[src/rtl/dle_pkg.sv]
package dle_pkg;
  typedef enum logic [1:0] {S_IDLE, S_RD, S_WR} seq_state_t;

  localparam int MAX_BEAT_BYTES = 32;

  function automatic logic [5:0] beat_bytes(input logic [2:0] code);
    case (code)
      3'd0:    beat_bytes = 6'd1;
      3'd1:    beat_bytes = 6'd2;
      3'd2:    beat_bytes = 6'd4;
      3'd4:    beat_bytes = 6'd16;
      3'd5:    beat_bytes = 6'd32;
      default: beat_bytes = 6'd0;
    endcase
  endfunction
endpackage

[src/rtl/dle_addr_step.sv]
module dle_addr_step #(
  parameter int AW = 32
) (
  input  logic          clk,
  input  logic          rst,
  input  logic          load,
  input  logic [AW-1:0] load_val,
  input  logic          step,
  input  logic          finish,
  input  logic [15:0]   off,
  input  logic [AW-1:0] last,
  output logic [AW-1:0] addr
);
  logic [AW-1:0] off_ext;
  logic [AW-1:0] adj;

  assign off_ext = {{(AW-16){off[15]}}, off};
  assign adj     = finish ? last : '0;

  always_ff @(posedge clk) begin
    if (rst)
      addr <= '0;
    else if (load)
      addr <= load_val;
    else if (step)
      addr <= addr + off_ext + adj;
  end
endmodule

[src/rtl/dle_major_count.sv]
module dle_major_count #(
  parameter int LO_W = 9,
  parameter int HI_W = 6
) (
  input  logic                 clk,
  input  logic                 rst,
  input  logic                 load,
  input  logic                 link_en,
  input  logic [LO_W-1:0]      cur_lo,
  input  logic [HI_W-1:0]      cur_hi,
  input  logic [LO_W-1:0]      beg_lo,
  input  logic [HI_W-1:0]      beg_hi,
  input  logic                 dec,
  output logic [LO_W+HI_W-1:0] count,
  output logic                 is_zero,
  output logic                 last_hit,
  output logic                 half_hit
);
  localparam int CW = LO_W + HI_W;

  logic [CW-1:0] beg_q;
  logic [CW-1:0] cur_in;
  logic [CW-1:0] beg_in;

  assign cur_in   = link_en ? {{HI_W{1'b0}}, cur_lo} : {cur_hi, cur_lo};
  assign beg_in   = link_en ? {{HI_W{1'b0}}, beg_lo} : {beg_hi, beg_lo};
  assign is_zero  = (count == '0);
  assign last_hit = (count == CW'(1));
  assign half_hit = ((count - CW'(1)) == (beg_q >> 1));

  always_ff @(posedge clk) begin
    if (rst) begin
      count <= '0;
      beg_q <= '0;
    end else if (load) begin
      count <= cur_in;
      beg_q <= beg_in;
    end else if (dec) begin
      count <= last_hit ? beg_q : count - CW'(1);
    end
  end
endmodule

[src/rtl/dle_seq.sv]
module dle_seq
  import dle_pkg::*;
#(
  parameter int DW = 256,
  parameter int BW = 32
) (
  input  logic          clk,
  input  logic          rst,
  input  logic          load,
  input  logic          trigger,
  input  logic          cfg_ok,
  input  logic [5:0]    nbeat,
  input  logic [BW-1:0] minor_bytes,
  input  logic          last_hit,
  input  logic          half_hit,
  input  logic          irq_major_en,
  input  logic          irq_half_en,
  input  logic          req_disable,
  input  logic          rd_ack,
  input  logic          rd_err,
  input  logic [DW-1:0] rd_data,
  input  logic          wr_ack,
  input  logic          wr_err,
  output logic          rd_req,
  output logic          wr_req,
  output logic [DW-1:0] wr_data,
  output logic          step,
  output logic          finish,
  output logic          dec,
  output logic          idle,
  output logic          req_clear,
  output logic          active,
  output logic          done,
  output logic          irq_major,
  output logic          irq_half,
  output logic          err_cfg,
  output logic          err_src_bus,
  output logic          err_dst_bus
);
  seq_state_t    state_q;
  logic [BW-1:0] remain_q;
  logic [BW-1:0] nbeat_ext;
  logic          beat_end;
  logic          minor_end;

  assign nbeat_ext = {{(BW-6){1'b0}}, nbeat};
  assign idle      = (state_q == S_IDLE);
  assign beat_end  = (state_q == S_WR) && wr_ack && !wr_err;
  assign minor_end = beat_end && (remain_q == nbeat_ext);
  assign step      = beat_end;
  assign dec       = minor_end;
  assign finish    = minor_end && last_hit;
  assign req_clear = finish && req_disable;

  always_ff @(posedge clk) begin
    if (rst) begin
      state_q     <= S_IDLE;
      remain_q    <= '0;
      rd_req      <= 1'b0;
      wr_req      <= 1'b0;
      wr_data     <= '0;
      active      <= 1'b0;
      done        <= 1'b0;
      irq_major   <= 1'b0;
      irq_half    <= 1'b0;
      err_cfg     <= 1'b0;
      err_src_bus <= 1'b0;
      err_dst_bus <= 1'b0;
    end else begin
      irq_major <= 1'b0;
      irq_half  <= 1'b0;
      if (load && idle) begin
        done        <= 1'b0;
        active      <= 1'b0;
        err_cfg     <= 1'b0;
        err_src_bus <= 1'b0;
        err_dst_bus <= 1'b0;
      end
      case (state_q)
        S_IDLE: begin
          if (trigger) begin
            if (!cfg_ok) begin
              err_cfg <= 1'b1;
              active  <= 1'b0;
            end else begin
              state_q  <= S_RD;
              rd_req   <= 1'b1;
              remain_q <= minor_bytes;
              active   <= 1'b1;
              done     <= 1'b0;
            end
          end
        end
        S_RD: begin
          if (rd_ack) begin
            rd_req <= 1'b0;
            if (rd_err) begin
              err_src_bus <= 1'b1;
              active      <= 1'b0;
              state_q     <= S_IDLE;
            end else begin
              wr_data <= rd_data;
              wr_req  <= 1'b1;
              state_q <= S_WR;
            end
          end
        end
        S_WR: begin
          if (wr_ack) begin
            wr_req <= 1'b0;
            if (wr_err) begin
              err_dst_bus <= 1'b1;
              active      <= 1'b0;
              state_q     <= S_IDLE;
            end else if (minor_end) begin
              state_q <= S_IDLE;
              if (last_hit) begin
                done      <= 1'b1;
                active    <= 1'b0;
                irq_major <= irq_major_en;
              end
              if (half_hit) irq_half <= irq_half_en;
            end else begin
              remain_q <= remain_q - nbeat_ext;
              rd_req   <= 1'b1;
              state_q  <= S_RD;
            end
          end
        end
        default: state_q <= S_IDLE;
      endcase
    end
  end
endmodule

[src/rtl/dma_loop_engine.sv]
module dma_loop_engine
  import dle_pkg::*;
#(
  parameter int AW      = 32,
  parameter int BW      = 32,
  parameter int LO_W    = 9,
  parameter int HI_W    = 6,
  parameter int CHW     = 6,
  parameter int CHAN_ID = 5,
  parameter int DW      = 8 * MAX_BEAT_BYTES
) (
  input  logic                 clk,
  input  logic                 rst,
  input  logic                 load,
  input  logic [AW-1:0]        d_src_addr,
  input  logic [AW-1:0]        d_dst_addr,
  input  logic [2:0]           d_src_size,
  input  logic [2:0]           d_dst_size,
  input  logic [15:0]          d_src_off,
  input  logic [15:0]          d_dst_off,
  input  logic [BW-1:0]        d_minor_bytes,
  input  logic [AW-1:0]        d_src_last,
  input  logic [AW-1:0]        d_dst_last,
  input  logic [LO_W-1:0]      d_cur_lo,
  input  logic [HI_W-1:0]      d_cur_hi,
  input  logic [LO_W-1:0]      d_beg_lo,
  input  logic [HI_W-1:0]      d_beg_hi,
  input  logic                 d_link_en,
  input  logic                 d_irq_major_en,
  input  logic                 d_irq_half_en,
  input  logic                 d_req_disable,
  input  logic                 sw_start,
  input  logic                 hw_req,
  input  logic                 req_en_set,
  output logic                 rd_req,
  output logic [AW-1:0]        rd_addr,
  output logic [2:0]           rd_size,
  input  logic                 rd_ack,
  input  logic                 rd_err,
  input  logic [DW-1:0]        rd_data,
  output logic                 wr_req,
  output logic [AW-1:0]        wr_addr,
  output logic [2:0]           wr_size,
  output logic [DW-1:0]        wr_data,
  input  logic                 wr_ack,
  input  logic                 wr_err,
  output logic                 req_en,
  output logic                 active,
  output logic                 done,
  output logic [LO_W+HI_W-1:0] cur_count,
  output logic                 irq_major,
  output logic                 irq_half,
  output logic                 err_cfg,
  output logic                 err_src_bus,
  output logic                 err_dst_bus,
  output logic [CHW-1:0]       err_chan
);
  logic [15:0]   soff_q, doff_q;
  logic [BW-1:0] nbytes_q;
  logic [AW-1:0] slast_q, dlast_q;
  logic          imaj_q, ihalf_q, dreq_q;
  logic          idle, take_load, trigger, cfg_ok;
  logic          step, finish, dec, req_clear;
  logic          cnt_zero, last_hit, half_hit;
  logic [5:0]    nbeat;
  logic [AW-1:0] amask;
  logic [BW-1:0] bmask;

  assign take_load = load && idle;
  assign trigger   = idle && !load && (sw_start || (hw_req && req_en));
  assign nbeat     = beat_bytes(rd_size);
  assign amask     = {{(AW-6){1'b0}}, nbeat - 6'd1};
  assign bmask     = {{(BW-6){1'b0}}, nbeat - 6'd1};
  assign cfg_ok    = (nbeat != 6'd0) && (rd_size == wr_size) &&
                     ((rd_addr & amask) == '0) && ((wr_addr & amask) == '0) &&
                     (nbytes_q != '0) && ((nbytes_q & bmask) == '0) && !cnt_zero;
  assign err_chan  = (err_cfg || err_src_bus || err_dst_bus) ? CHW'(CHAN_ID) : '0;

  always_ff @(posedge clk) begin
    if (rst) begin
      rd_size  <= '0;
      wr_size  <= '0;
      soff_q   <= '0;
      doff_q   <= '0;
      nbytes_q <= '0;
      slast_q  <= '0;
      dlast_q  <= '0;
      imaj_q   <= 1'b0;
      ihalf_q  <= 1'b0;
      dreq_q   <= 1'b0;
    end else if (take_load) begin
      rd_size  <= d_src_size;
      wr_size  <= d_dst_size;
      soff_q   <= d_src_off;
      doff_q   <= d_dst_off;
      nbytes_q <= d_minor_bytes;
      slast_q  <= d_src_last;
      dlast_q  <= d_dst_last;
      imaj_q   <= d_irq_major_en;
      ihalf_q  <= d_irq_half_en;
      dreq_q   <= d_req_disable;
    end
  end

  always_ff @(posedge clk) begin
    if (rst)
      req_en <= 1'b0;
    else if (req_clear)
      req_en <= 1'b0;
    else if (req_en_set)
      req_en <= 1'b1;
  end

  dle_addr_step #(.AW(AW)) u_src (
    .clk(clk), .rst(rst), .load(take_load), .load_val(d_src_addr),
    .step(step), .finish(finish), .off(soff_q), .last(slast_q), .addr(rd_addr)
  );

  dle_addr_step #(.AW(AW)) u_dst (
    .clk(clk), .rst(rst), .load(take_load), .load_val(d_dst_addr),
    .step(step), .finish(finish), .off(doff_q), .last(dlast_q), .addr(wr_addr)
  );

  dle_major_count #(.LO_W(LO_W), .HI_W(HI_W)) u_cnt (
    .clk(clk), .rst(rst), .load(take_load), .link_en(d_link_en),
    .cur_lo(d_cur_lo), .cur_hi(d_cur_hi), .beg_lo(d_beg_lo), .beg_hi(d_beg_hi),
    .dec(dec), .count(cur_count), .is_zero(cnt_zero),
    .last_hit(last_hit), .half_hit(half_hit)
  );

  dle_seq #(.DW(DW), .BW(BW)) u_seq (
    .clk(clk), .rst(rst), .load(load), .trigger(trigger), .cfg_ok(cfg_ok),
    .nbeat(nbeat), .minor_bytes(nbytes_q), .last_hit(last_hit), .half_hit(half_hit),
    .irq_major_en(imaj_q), .irq_half_en(ihalf_q), .req_disable(dreq_q),
    .rd_ack(rd_ack), .rd_err(rd_err), .rd_data(rd_data),
    .wr_ack(wr_ack), .wr_err(wr_err),
    .rd_req(rd_req), .wr_req(wr_req), .wr_data(wr_data),
    .step(step), .finish(finish), .dec(dec), .idle(idle), .req_clear(req_clear),
    .active(active), .done(done), .irq_major(irq_major), .irq_half(irq_half),
    .err_cfg(err_cfg), .err_src_bus(err_src_bus), .err_dst_bus(err_dst_bus)
  );
endmodule

[config.mk]
export PLATFORM = sky130hd
export DESIGN_NAME = dma_loop_engine
export DESIGN_NICKNAME = d
export VERILOG_FILES = /design/src/rtl/dle_pkg.sv /design/src/rtl/dle_addr_step.sv /design/src/rtl/dle_major_count.sv /design/src/rtl/dle_seq.sv /design/src/rtl/dma_loop_engine.sv
export SDC_FILE = /design/constraint.sdc
export NUM_CORES = 2
export LEC_CHECK = 0
export BUFFER_PORTS_ARGS = -buffer_cell sky130_fd_sc_hd__buf_4
export CORE_AREA = 2 2 333 335
export DETAILED_ROUTE_END_ITERATION = 16
export DIE_AREA = 0 0 335 337
export PLACE_DENSITY = 0.48
export RECOVER_POWER = 25
export SYNTH_ARGS = -nofsm -noshare
export SYNTH_HDL_FRONTEND = slang
export SYNTH_SLANG_ARGS = --single-unit
[constraint.sdc]
create_clock -name clk -period 8.69 [get_ports clk]
set_input_delay 1.3035 -clock clk [delete_from_list [all_inputs] [get_ports clk]]
set_output_delay 1.3035 -clock clk [all_outputs]
set_load 0.02 [all_outputs]
# Word level (Yosys, flattened, before mapping)
# Cells that the tools add are included.
# word_totals
ff_bits,531
wordCells,170
# op_classes
n_addsub,7
n_eq_ne,17
muxes,68
bitwise,9
n_reduce_logical,42
# op_table
cell,count
2-to-1 mux 32 bit,11
adder 32 bit,4
AND 32 x 6 -> 32 bit,3
logical NOT 32 bit,3
2-to-1 mux 15 bit,5
case mux 32 bit (2 select lines),1
2-to-1 mux 1 bit,38
equality test 32 x 6 -> 1 bit,1
nonzero test 32 bit,1
subtractor 32 x 6 -> 32 bit,1
case mux 6 bit (5 select lines),1
"equality test 15 x 1 -> 1 bit, second input constant",1
equality test 15 x 14 -> 1 bit,1
logical AND 1 bit,15
logical NOT 15 bit,1
"subtractor 15 x 1 -> 15 bit, second input constant",1
2-to-1 mux 2 bit,6
"inequality test 2 bit, second input constant",6
OR reduction 6 bit,2
AND reduction 4 bit,2
nonzero test 2 bit,4
AND reduction 7 bit,1
"equality test 3 bit, second input constant",2
NOT 1 bit,6
20 further kinds,26

# Depth between registers and ports, before layout
# depth
word_depth,13
ltp_mapped,25
ltp_nobuf,22

# Hierarchy
# From an unflattened synthesis, not the netlist that was laid out.
# hier_totals
cells_unflattened,3384
area_unflattened_um2,26650.6
# modules_own_cells
module,instances,cells_per_inst,area_per_inst_um2,seq_area_each_um2
dle_seq,1,1482,11417.2,5985.7
dma_loop_engine,1,659,5058.6,2762.6
dle_addr_step (u_dst),1,483,4122.7,640.6
dle_addr_step (u_src),1,492,4006.3,640.6
dle_major_count,1,268,2045.7,600.6

# Worst setup path before layout
# No wires, ideal clock.
# synth_path
path_kind,flip-flop to flip-flop
startpoint,reg rd_size[2]
endpoint,reg u_dst.addr[25]
setup_ns,0.086
t_arrival_ns,5.671
required_time_ns,8.604
path_slack_ns,2.933
path_stages_with_launch,25
period_less_slack_ns,5.757
path_cell_list,dfxtp_1 -> clkbuf_1 -> or3b_2 -> ha_1 -> or4bb_1 -> nor3_1 -> nand4_1 -> nor2_1 -> buf_2 -> buf_2 -> nand2_1 -> fa_1 -> inv_1 -> ha_1 -> inv_1 -> fa_1 -> nand2b_1 -> a211oi_1 -> o41ai_1 -> a211oi_1 -> o31ai_1 -> a21oi_1 -> a31oi_1 -> xor2_1 -> a211oi_1
# synth_between
elab_chain_cells,9
elab_cells_between_ends,13
# synth_rtl
item,line_no,source
start: declaration,dma_loop_engine.sv:37,"output logic [2:0] rd_size,"
start signal: assignment,dma_loop_engine.sv:92,rd_size <= d_src_size;
"equality test 3 bit, or another cell as far along",dle_pkg.sv:7,case (code)
case mux 6 bit (5 select lines) (*),dle_pkg.sv:7,
equality test 32 x 6 -> 1 bit (*),dle_seq.sv:49,assign minor_end = beat_end && (remain_q == nbeat_ext);
logical AND 1 bit (*),dle_seq.sv:49,
logical AND 1 bit (*),dle_seq.sv:52,assign finish = minor_end && last_hit;
2-to-1 mux 32 bit (*),dle_addr_step.sv:18,assign adj = finish ? last : '0;
adder 32 bit (*),dle_addr_step.sv:26,addr <= addr + off_ext + adj;
2-to-1 mux 32 bit (*),dle_addr_step.sv:25,else if (step)
2-to-1 mux 32 bit (*),dle_addr_step.sv:23,else if (load)
end signal: assignment,dle_addr_step.sv:24,addr <= load_val;
end signal: assignment,dle_addr_step.sv:26,
end: declaration,dle_addr_step.sv:12,output logic [AW-1:0] addr
# Every way passes the cells marked *; elsewhere a longest branch is shown, timed or not. The select of a mux whose other input is x is not followed.
# A chain may end at the register's enable or synchronous reset.

# Worst setup path after layout
# layout_path
startpoint,reg rd_size[2]
endpoint,reg u_src.addr[19]
# layout_between
elab_chain_cells,9
elab_cells_between_ends,13
# layout_rtl
item,line_no
"equality test 3 bit, or another cell as far along",dle_pkg.sv:7
case mux 6 bit (5 select lines) (*),dle_pkg.sv:7
equality test 32 x 6 -> 1 bit (*),dle_seq.sv:49
logical AND 1 bit (*),dle_seq.sv:49
logical AND 1 bit (*),dle_seq.sv:52
2-to-1 mux 32 bit (*),dle_addr_step.sv:18
adder 32 bit (*),dle_addr_step.sv:26
2-to-1 mux 32 bit (*),dle_addr_step.sv:25
2-to-1 mux 32 bit (*),dle_addr_step.sv:23
end signal: assignment,dle_addr_step.sv:24
end signal: assignment,dle_addr_step.sv:26
end: declaration,dle_addr_step.sv:12
# Marked as above.

==> results.md <==
- Status: finished, violations left
- Failing checks: max-capacitance violations, max-slew violations
- Reg2Reg Capture Point: u_src.addr[19]
- Synth-to-Final Area Change: 35.54%
- Crit-path max cell delay: approximately 590 ps
- CORE AREA: 109600 um2
- Post-synth top flop: dfxtp_1
- First-iteration detailed-routing DRC count: ~1.8k
- Crit Path Class: flop to flop
- IO Pins: approximately 860
- Least-Margin Pin Slew: 4205 ps
- Die W: roughly 340 um
- Multi-input logic area: approximately 14000 um2
- Largest net degree at the start of global routing: between 150 and 200
- All-layer global routing usage: about a fifth
- Post-synthesis sequential area ratio: between 40% and 50%
- Setup_tns: 0 ps
- Site Rows: roughly 120
- GRT overflow: 0
- Htree depth: 3
- Final Setup Violations: 0
- Reg2Reg Depth: 23
- Number of synthesized flops with an enable pin: 0
- Routed vias/inst: between 4 and 5
- RSZ-0062 raised after global routing: no
- Yosys top cell area share: between 40% and 50%
- DIE AREA: 112900 um2
- Port bufs: 850
- Tcrit/Tclk final: 76.85%
- # DRC: 0
- Fraction of layout cells with a size suffix above 1: around a fifth
- Hold Vio Cnt, Final: 0
- Synth Cell Area: about 26000 um2
- Final instance area: ~35000 um2
- FF/Latch Area: 10630 um2
- Vias in the first global route: between 20k and 25k
- Fin. max-slew vios: 187
- Hold depth: 2
- CTS buffer count: 70
- RePlAce Congestion: 0.8781
- Synth area leader: dfxtp_1
- CTS tree: built
- Crit start category: flop
- R2R Path Start: rd_size[2]
- Die Height: between 300 and 400 um
- Cell Chain, Critical Path: or3b_2, ha_1, or4bb_1, nor3_1, nand4_1, buf_4, nor2_4, buf_4, nand2_1, fa_1, inv_1, ha_1, inv_1, fa_1, nand2b_1, a21oi_1, o21ai_0, o31ai_1, a311oi_1, xor2_1, o21ai_0, o21ai_0, nor2_1
- Drt first pass iters: 6
- Antenna-violating nets left: 0
- Dpl cell area: 33290 um2
- Setup Fix Bufs, Post-CTS: 0
- HPWL Detailed: about 90000 um
- Synth top area cells: dfxtp_1 (41%), nand2_1 (14%), a21oi_1 (10%)
- Final hold slack: between 400 and 500 ps
- Max IR drop VDD: around 0.14 mV
- Synthesized flop and latch total: approximately 530
- Hold/Removal Path Class: flop to flop
- Max Cap Viol: 1
- Antenna violations before repair: 25
- Total clock sinks: ~530
- Initial Util: a little under a quarter
- Power per cell area: slightly below 200 nW/um2
- Clock Latency Late Sink: 630 ps
- WHS Endpoint: slast_q[21]
- Clk slew on worst S/H paths: ~60 ps
- Final worst slack: around 2000 ps
- Maximum root-to-sink buffer count: 3
- Synth unique cells: 77
- Req. time, crit path: 9250 ps
- Worst min-delay path startpoint: slast_q[21]
- Layout Skew: 33.29 ps
- Clk root buf: clkbuf_16
- Worst R2R Setup Slack: 2010 ps
- Fmax: 149.7 MHz
- WP data arrival: 7240 ps
- Warnings from Yosys: 0
- Crit. End Element: flop
- Relative slew slack: -180.3%
- Dpl ws: ~2000 ps
- Post-synthesis async set-or-reset flop share: 0%
- CTS resizes: 0
- Vias post-DR: ~26k
- Post-synthesis cell count: about 3.3k
- Tmin final: roughly 6700 ps
- Critical Path Start: rd_size[2]
- Routed wire per std cell: ~22 um
- Detailed Route WL: approximately 120000 um
- Worst Path Max Fanout: just over 60
- Static Leakage: 13.82 nW
- Slowest CP cell: o31ai_1
- Post-CTS Hold Fix Bufs: 0
- Final nets: 4655
- Synth Area per Inst: around 7.8 um2
- Critical path's most frequent cell: o21ai_0
- First-pass GRT wire length: 167000 um
- Fillers: approximately 12k
[how the worst max path moves through the flow]
stage                     end  slack [ps]
3_3_place_gp   u_src.addr[19]        2100
5_1_grt        u_src.addr[19]        1530
4_1_cts        u_dst.addr[25]        2010
6_report       u_src.addr[19]        2010
2_1_floorplan  u_dst.addr[25]        2930
3_5_place_dp   u_dst.addr[25]        1980
[Yosys cell counts (all sizes together), types with 5 or more instances]
cell	n
nand3	41
a311oi	30
nand2b	11
o41ai	5
ha	70
or2	5
xnor2	49
fa	65
and3	5
nor2b	14
a31oi	14
dfxtp	531
nand2	941
o221ai	6
buf	24
o21bai	8
nand3b	12
a21o	23
or4	6
xor2	29
o311ai	6
or3	18
nor3b	5
nor2	183
o21a	16
inv	35
a21oi	536
and2	66
o21ai	85
nor4	28
o31ai	10
o22ai	8
a211oi	54
nand4	13
clkbuf	205
a22oi	13
o211ai	21
nor3	62
[stage by stage]
stage	total power (W)	util (%)	std cells
floorplan	0.003412	-	3302
global placement	0.003952	30.37	5376
detailed placement	0.003954	30.37	5376
CTS	0.006889	32.41	5495
global route	0.007097	31.75	5503
finish	0.006777	31.75	5503
[power by group]
group	leakage (nW)	internal, W	switching (W)
logic	8.41	0.000498	0.000709
clock network	1.09	0.00171	0.00118
registers	4.33	0.00255	0.000130
[final cells by class]
class	instances	area share, %
diodes	8	0.05754
inverters	35	0.3776
clock buffers	99	5.696
clock inverters	20	0.7084
repair buffers	877	17.02
well taps	1426	5.128
flip-flops and latches	531	30.55
multi-input cells	2507	40.46
[sequential cells by signal, summed over array words and instances, names as in the netlist, 2 cells and up]
signal,cells
rd_size,3
nbytes_q,32
soff_q,16
u_seq.wr_data,256
u_seq.state_q,2
u_cnt.count,15
dlast_q,32
u_seq.remain_q,32
doff_q,16
slast_q,32
wr_size,3
u_cnt.beg_q,15
u_src.addr,32
u_dst.addr,32
[cells by family after synthesis]
family	Yosys count	share of synthesized area, %
XOR/XNOR	78	2.661
multiplexers	6	0.2437
AND/OR/NAND/NOR	1422	23.62
other	1	0.01461
buffers and inverters	264	4.055
adder cells (fa/ha/maj)	135	8.481
flip-flops	531	41.41
AO/OA/AOI/OAI	862	19.52
[cells in the final DEF, fill, tap and decap left out, types with 34 or more instances in the layout]
| cell | Yosys | final |
|---|---|---|
| nand2_1 | 941 | 940 |
| buf_4 | 6 | 676 |
| a21oi_1 | 536 | 536 |
| dfxtp_1 | 531 | 531 |
| clkbuf_1 | 205 | 212 |
| nor2_1 | 182 | 180 |
| o21ai_0 | 83 | 83 |
| clkbuf_16 | 0 | 71 |
| ha_1 | 70 | 70 |
| fa_1 | 65 | 65 |
| and2_1 | 65 | 64 |
| nor3_1 | 61 | 60 |
| a211oi_1 | 54 | 54 |
| xnor2_1 | 49 | 49 |
| nand3_1 | 41 | 41 |
| inv_1 | 34 | 34 |
[routing by layer]
metal	routed length, um	part of all wire [%]	track usage, %	vias up
met5	114	0.096	0	-
met4	3422	2.9	6.555	20
met3	10430	8.8	7.212	164
met2	51830	44	29.33	823
met1	52940	45	26.54	12210
li1	-	-	-	12670
[critical path: cells and delay by family, from the launching register on]
kind	cells	cell delay (ps)
AND/OR/NAND/NOR	8	2030
adder cells (fa/ha/maj)	4	1320
buffers and inverters	4	890
flip-flops	1	500
AO/OA/AOI/OAI	6	1630
XOR/XNOR	1	160
No activity file was read; power rests on OpenSTA's default activity.
